$ cat config.mk
export PLATFORM = sky130hd
export DESIGN_NAME = nvs_sequencer
export DESIGN_NICKNAME = d
export VERILOG_FILES = /design/src/rtl/nvs_pkg.sv /design/src/rtl/nvs_ctrl.sv /design/src/rtl/nvs_data.sv /design/src/rtl/nvs_sequencer.sv
export SDC_FILE = /design/constraint.sdc
export NUM_CORES = 1
export LEC_CHECK = 0
export BUFFER_PORTS_ARGS = -buffer_cell sky130_fd_sc_hd__clkbuf_2
export CAP_MARGIN = 20
export CORE_UTILIZATION = 35
export CTS_BUF_LIST = sky130_fd_sc_hd__clkbuf_8
export DETAILED_ROUTE_END_ITERATION = 12
export PLACE_DENSITY = 0.71
export SLEW_MARGIN = 20
export SYNTH_ARGS = -nofsm -noshare
export SYNTH_HDL_FRONTEND = slang
export SYNTH_SLANG_ARGS = --single-unit
$ cat constraint.sdc
create_clock -name clk -period 3.6 [get_ports clk]
set_input_delay 0.72 -clock clk [delete_from_list [all_inputs] [get_ports clk]]
set_output_delay 0.72 -clock clk [all_outputs]
set_load 0.005 [all_outputs]
$ cat src/rtl/nvs_pkg.sv
package nvs_pkg;
  typedef enum logic [1:0] {
    SEQ_IDLE  = 2'd0,
    SEQ_ARMED = 2'd1,
    SEQ_BUSY  = 2'd2
  } seqState_e;

  typedef struct packed {
    logic capture;
    logic commit;
  } nvStrobe_t;
endpackage

$ cat src/rtl/nvs_ctrl.sv
module nvs_ctrl
  import nvs_pkg::*;
#(
  parameter int WRITE_TICKS = 16
) (
  input  logic      clk,
  input  logic      rstN,
  input  logic      progIn,
  input  logic      sclkIn,
  input  logic      csIn,
  output nvStrobe_t strobe,
  output logic      reloadAll,
  output logic      readyOut
);
  localparam int CW = $clog2(WRITE_TICKS + 1);
  localparam logic [CW-1:0] LAST_TICK = CW'(WRITE_TICKS - 1);

  seqState_e state;
  logic [CW-1:0] tickCnt;
  logic progQ, sclkQ, csQ, reloadPend;
  logic progRise, sclkFall, csFall;

  assign progRise = progIn & ~progQ;
  assign sclkFall = sclkQ & ~sclkIn;
  assign csFall   = csQ & ~csIn;
  assign readyOut = (state != SEQ_BUSY);

  always_comb begin
    strobe.capture = (state == SEQ_IDLE) && progRise && csIn;
    strobe.commit  = (state == SEQ_BUSY) && sclkFall && (tickCnt == LAST_TICK);
  end

  always_ff @(posedge clk) begin
    if (!rstN) begin
      state      <= SEQ_IDLE;
      tickCnt    <= '0;
      progQ      <= 1'b1;
      sclkQ      <= 1'b0;
      csQ        <= 1'b0;
      reloadPend <= 1'b1;
      reloadAll  <= 1'b0;
    end else begin
      progQ     <= progIn;
      sclkQ     <= sclkIn;
      csQ       <= csIn;
      reloadAll <= 1'b0;
      case (state)
        SEQ_IDLE:  if (strobe.capture) state <= SEQ_ARMED;
        SEQ_ARMED: if (sclkFall) begin
          state   <= SEQ_BUSY;
          tickCnt <= '0;
        end
        SEQ_BUSY:  if (sclkFall) begin
          if (strobe.commit) state <= SEQ_IDLE;
          else tickCnt <= tickCnt + 1'b1;
        end
        default:   state <= SEQ_IDLE;
      endcase
      if (csFall) reloadPend <= 1'b1;
      else if (reloadPend && state == SEQ_IDLE) begin
        reloadPend <= 1'b0;
        reloadAll  <= 1'b1;
      end
    end
  end

  // busy can only begin after a sampled falling serial clock edge
  p_busy_on_fall_r3: assert property (@(posedge clk) disable iff (!rstN)
    $fell(readyOut) |-> $past(sclkFall));

  // without a serial clock fall, a busy cycle stays busy
  p_stall_r4: assert property (@(posedge clk) disable iff (!rstN)
    (!readyOut && !sclkFall) |=> !readyOut);

  // no reload is issued while the write cycle is running
  p_no_reload_busy_r8: assert property (@(posedge clk) disable iff (!rstN)
    !readyOut |-> !reloadAll);
endmodule

$ cat src/rtl/nvs_data.sv
module nvs_data
  import nvs_pkg::*;
#(
  parameter int NUM_CH = 4,
  parameter int WIDTH  = 8,
  parameter int SEL_W  = (NUM_CH > 1) ? $clog2(NUM_CH) : 1
) (
  input  logic                    clk,
  input  logic                    rstN,
  input  nvStrobe_t               strobe,
  input  logic [SEL_W-1:0]        chanSel,
  input  logic [NUM_CH*WIDTH-1:0] liveVals,
  input  logic                    reloadAll,
  output logic [NUM_CH-1:0]       storeWe,
  output logic [WIDTH-1:0]        storeData,
  output logic [NUM_CH-1:0]       reloadEn,
  output logic [NUM_CH*WIDTH-1:0] storedVals
);
  logic [SEL_W-1:0] chanReg;
  logic [WIDTH-1:0] dataReg;
  logic [WIDTH-1:0] storeMem [NUM_CH];

  assign storeData = dataReg;

  always_ff @(posedge clk) begin
    if (!rstN) begin
      chanReg <= '0;
      dataReg <= '0;
      storeWe <= '0;
    end else begin
      if (strobe.capture) begin
        chanReg <= chanSel;
        dataReg <= liveVals[chanSel*WIDTH +: WIDTH];
      end
      storeWe <= strobe.commit ? (NUM_CH'(1) << chanReg) : '0;
    end
  end

  // retained words: deliberately untouched by reset
  for (genvar k = 0; k < NUM_CH; k++) begin : g_word
    always_ff @(posedge clk) begin
      if (strobe.commit && chanReg == SEL_W'(k)) storeMem[k] <= dataReg;
    end
    assign storedVals[k*WIDTH +: WIDTH] = storeMem[k];
    assign reloadEn[k] = reloadAll;
  end

  // at most one storage word is written, as a single-cycle strobe
  p_we_onehot_r5: assert property (@(posedge clk) disable iff (!rstN)
    $onehot0(storeWe));
  p_we_pulse_r5: assert property (@(posedge clk) disable iff (!rstN)
    (|storeWe) |=> (storeWe == '0));

  // storage changes only on a commit
  p_store_hold_r9: assert property (@(posedge clk) disable iff (!rstN)
    !strobe.commit |=> $stable(storedVals));
endmodule

$ cat src/rtl/nvs_sequencer.sv
module nvs_sequencer
  import nvs_pkg::*;
#(
  parameter int NUM_CH      = 4,
  parameter int WIDTH       = 8,
  parameter int WRITE_TICKS = 16,
  parameter int SEL_W       = (NUM_CH > 1) ? $clog2(NUM_CH) : 1
) (
  input  logic                    clk,
  input  logic                    rstN,
  input  logic                    progIn,
  input  logic                    sclkIn,
  input  logic                    csIn,
  input  logic [SEL_W-1:0]        chanSel,
  input  logic [NUM_CH*WIDTH-1:0] liveVals,
  output logic [NUM_CH-1:0]       storeWe,
  output logic [WIDTH-1:0]        storeData,
  output logic [NUM_CH-1:0]       reloadEn,
  output logic [NUM_CH*WIDTH-1:0] storedVals,
  output logic                    readyOut
);
  nvStrobe_t strobe;
  logic reloadAll;

  nvs_ctrl #(.WRITE_TICKS(WRITE_TICKS)) u_ctrl (
    .clk(clk), .rstN(rstN), .progIn(progIn), .sclkIn(sclkIn), .csIn(csIn),
    .strobe(strobe), .reloadAll(reloadAll), .readyOut(readyOut)
  );

  nvs_data #(.NUM_CH(NUM_CH), .WIDTH(WIDTH), .SEL_W(SEL_W)) u_data (
    .clk(clk), .rstN(rstN), .strobe(strobe), .chanSel(chanSel),
    .liveVals(liveVals), .reloadAll(reloadAll), .storeWe(storeWe),
    .storeData(storeData), .reloadEn(reloadEn), .storedVals(storedVals)
  );

  // the write strobe coincides with the return to ready
  p_ready_with_write_r5: assert property (@(posedge clk) disable iff (!rstN)
    (|storeWe) |-> readyOut);
endmodule

==> reports/results.tsv <==
metric	value	unit
endpoints failing setup	0	
synth cell count leaders	edfxtp_1 (32), dfxtp_1 (26), nand2_1 (10)	
vias in the first global route	1422	
Root Buffer	clkbuf_8	
row cnt	28	
H-tree levels	3	
P per Cell Area	478	nW/um^2
CTS buffer count	9	
peak supply drop	0.241	mV
Nets	285	
Iter 0 DRT Violations	62	
R2R setup slack	1.29	ns
global-route wire length before repair	6850	um
RR Endpoint	u_data.storeMem[0][4]	
Tmin final	2.31	ns
area leader, netlist	edfxtp_1	
setup ws final	1.29	ns
Post-Syn Nets	199	
number of max-cap violations	0	
hold buffers post-CTS	0	
routed len/inst	14.3	um
CP arrival	2.36	ns
largest net degree at the start of global routing	19	
GP Congestion	0.730	
ys async rst share	0	
CP Max Fanout	8	
r2r startpoint	u_ctrl.tickCnt[0]	
period utilization	0.642	
simple-gate area share of the yosys netlist	0.122	
Max clock buf depth	2	
xor and xnor fraction of the mapped netlist area	0	
Tot GR Track Use	0.144	
largest family of logic cells by synthesized area	simple AND/OR/NAND/NOR gates	
Worst-Margin Slew	0.806	ns
Lkg Pwr	1.22	nW
I/O Buffers	87	
Syn Area/Cell	14.3	sq um
RSZ-0062 raised after global routing	false	
Synth Cell Area	2250	sq um
# IOs	88	
full die area	6770	sq um
Setup TNS	0	ns
mux cell area share after synthesis	0.0844	
CTS sink cnt	58	
TritonRoute pass-1 iters	4	
DRC	0	
initial antenna violation count	0	
Synth Area in Adders	0.0111	
Fin Hold WS	0.469	ns
Antenna Diode Count	0	
Post-CTS Setup Bufs	0	
Worst Clk Skew	0.0115	ns
synth unique cells	39	
count leader, synth	edfxtp_1	
Worst-path clk slew	0.06	ns
synthesis-to-layout area growth	30.0	%
Req. time, crit path	3.65	ns
status	finished clean	
hold depth	2	
vias per inst	4.85	
Gate Count Post-Synth	158	
Crit Path Category	reg -> reg	
Final Hold Viols	0	
share of the synthesized area in the top cell type	0.426	
main flop type after synthesis	edfxtp_1	
post-synthesis sequential area ratio	0.657	
via count	1571	
DP Wirelength	3510	um
area of the core	6060	sq um
hold endpoint	u_ctrl.reloadPend	
hold wc startpoint	u_ctrl.reloadPend	
yosys warns	0	
Place WS	1.18	ns
leading post-synthesis cells by cell area	edfxtp_1 (43%), dfxtp_1 (23%), mux4_2 (8.0%), o2bb2ai_1 (3.1%), nand2_1 (1.7%)	
Compound-Gate Fraction of Synth Area	0.0866	
DIE WIDTH	82.3	um
CTS tree	built	
EDFF count, synth	32	
DRT antenna net count	0	
die height	82.3	um
Final Max Tran Viols	0	
initial cell density of the core	0.372	
#FFs+latches synth	58	
Startpoint Class	flip-flop	
post_cts resized	0	
clk_lat worst skew	0.34	ns
Hold Path Class	reg -> reg	
Reg2Reg Depth	6	
layout cell share with drive strength beyond 1	0.466	
Peak Freq	433	MHz
Slew headroom	0.461	
Crit. End Element	flip-flop	
total gr overflow	0	
final WL	4640	um
-- final cells by class --
type | instances | area (sq um)
Clock buffer | 9 | 124
Multi-Input combinational cell | 82 | 684
Clock inverter | 7 | 86.3
Tap cell | 75 | 93.8
Timing Repair Buffer | 88 | 443
Sequential cell | 58 | 1480
Inverter | 5 | 18.8
Fill cell | 545 | 3130
-- routing by layer --
layer / GRT usage / vias to the layer above / routed length (um)
met2: 0.214 / 54 / 2200
met1: 0.176 / 743 / 2000
met5: 0 / - / 0
met4: 0.0737 / 0 / 94
li1: - / 765 / -
met3: 0.0659 / 9 / 341
-- cells by family (layout without fill, tap and decap cells) --
group	Yosys count	in the layout
AOI/OAI and AO/OA	25	25
adders and majority gates	2	2
buffers and inverters	18	109
DFF	58	58
muxes	9	9
and+or+nand+nor	46	46
-- where the power goes --
| group | internal (mW) | switching [mW] |
|---|---|---|
| Clock | 0.383 | 0.243 |
| Sequential | 0.701 | 0.00790 |
| Combinational | 0.0398 | 0.0276 |
| Total | 1.12 | 0.279 |
-- state kept, by name, summed over array words and instances, names as in the netlist, 2 cells and up --
signal            flops
u_data.chanReg        2
u_ctrl.state          2
u_data.storeWe        4
u_data.storeData      8
u_ctrl.tickCnt        5
u_data.storeMem      32
-- worst max-delay path, stage by stage, from the launching register on --
cell and delay (ns):
dfxtp_1 0.37, ha_1 0.19, and3_1 0.16, ha_1 0.30, nand4b_1 0.23, nor3_1 0.52
buf_4 0.25
-- worst max-delay path by stage --
stage | cells after the start | endpoint | slack [ns] | startpoint
after floorplan | 5 | u_data.storeMem[0][0] | 1.49 | u_ctrl.tickCnt[0]
after global placement | 5 | u_data.storeMem[0][3] | 1.26 | sclkIn
after detailed placement | 5 | u_data.storeMem[0][4] | 1.18 | sclkIn
after CTS | 6 | u_data.storeMem[0][5] | 1.25 | u_ctrl.tickCnt[0]
after global routing | 6 | u_data.storeMem[0][4] | 1.06 | u_ctrl.tickCnt[0]
final | 6 | u_data.storeMem[0][4] | 1.29 | u_ctrl.tickCnt[0]
-- through the flow --
| stage | cell area [sq um] | cells | power [mW] | utilization |
|---|---|---|---|---|
| floorplan | 2250 | 158 | 0.763 | - |
| global placement | 2720 | 308 | 0.789 | 0.449 |
| detailed placement | 2720 | 308 | 0.791 | 0.449 |
| CTS | 2930 | 324 | 1.42 | 0.484 |
| global route | 2930 | 324 | 1.45 | 0.484 |
| finish | 2930 | 324 | 1.40 | 0.484 |
-- layout by cell type (no fill, tap or decap), types with 2 or more instances in the layout --
| cell type | instances |
|---|---|
| nand3_1 | 4 |
| bufinv_16 | 2 |
| nand2_1 | 10 |
| nor3_1 | 3 |
| ha_1 | 2 |
| dfxtp_1 | 26 |
| o21ai_0 | 2 |
| clkinv_2 | 3 |
| edfxtp_1 | 32 |
| a21bo_2 | 2 |
| nand2b_1 | 6 |
| o2bb2ai_1 | 8 |
| o22ai_1 | 2 |
| nor2_1 | 6 |
| nor2b_1 | 2 |
| and3_1 | 2 |
| inv_1 | 6 |
| mux4_2 | 8 |
| clkbuf_2 | 87 |
| clkbuf_8 | 9 |
| and2_1 | 3 |
| a21oi_1 | 4 |
(Power assumes the default switching activity.)
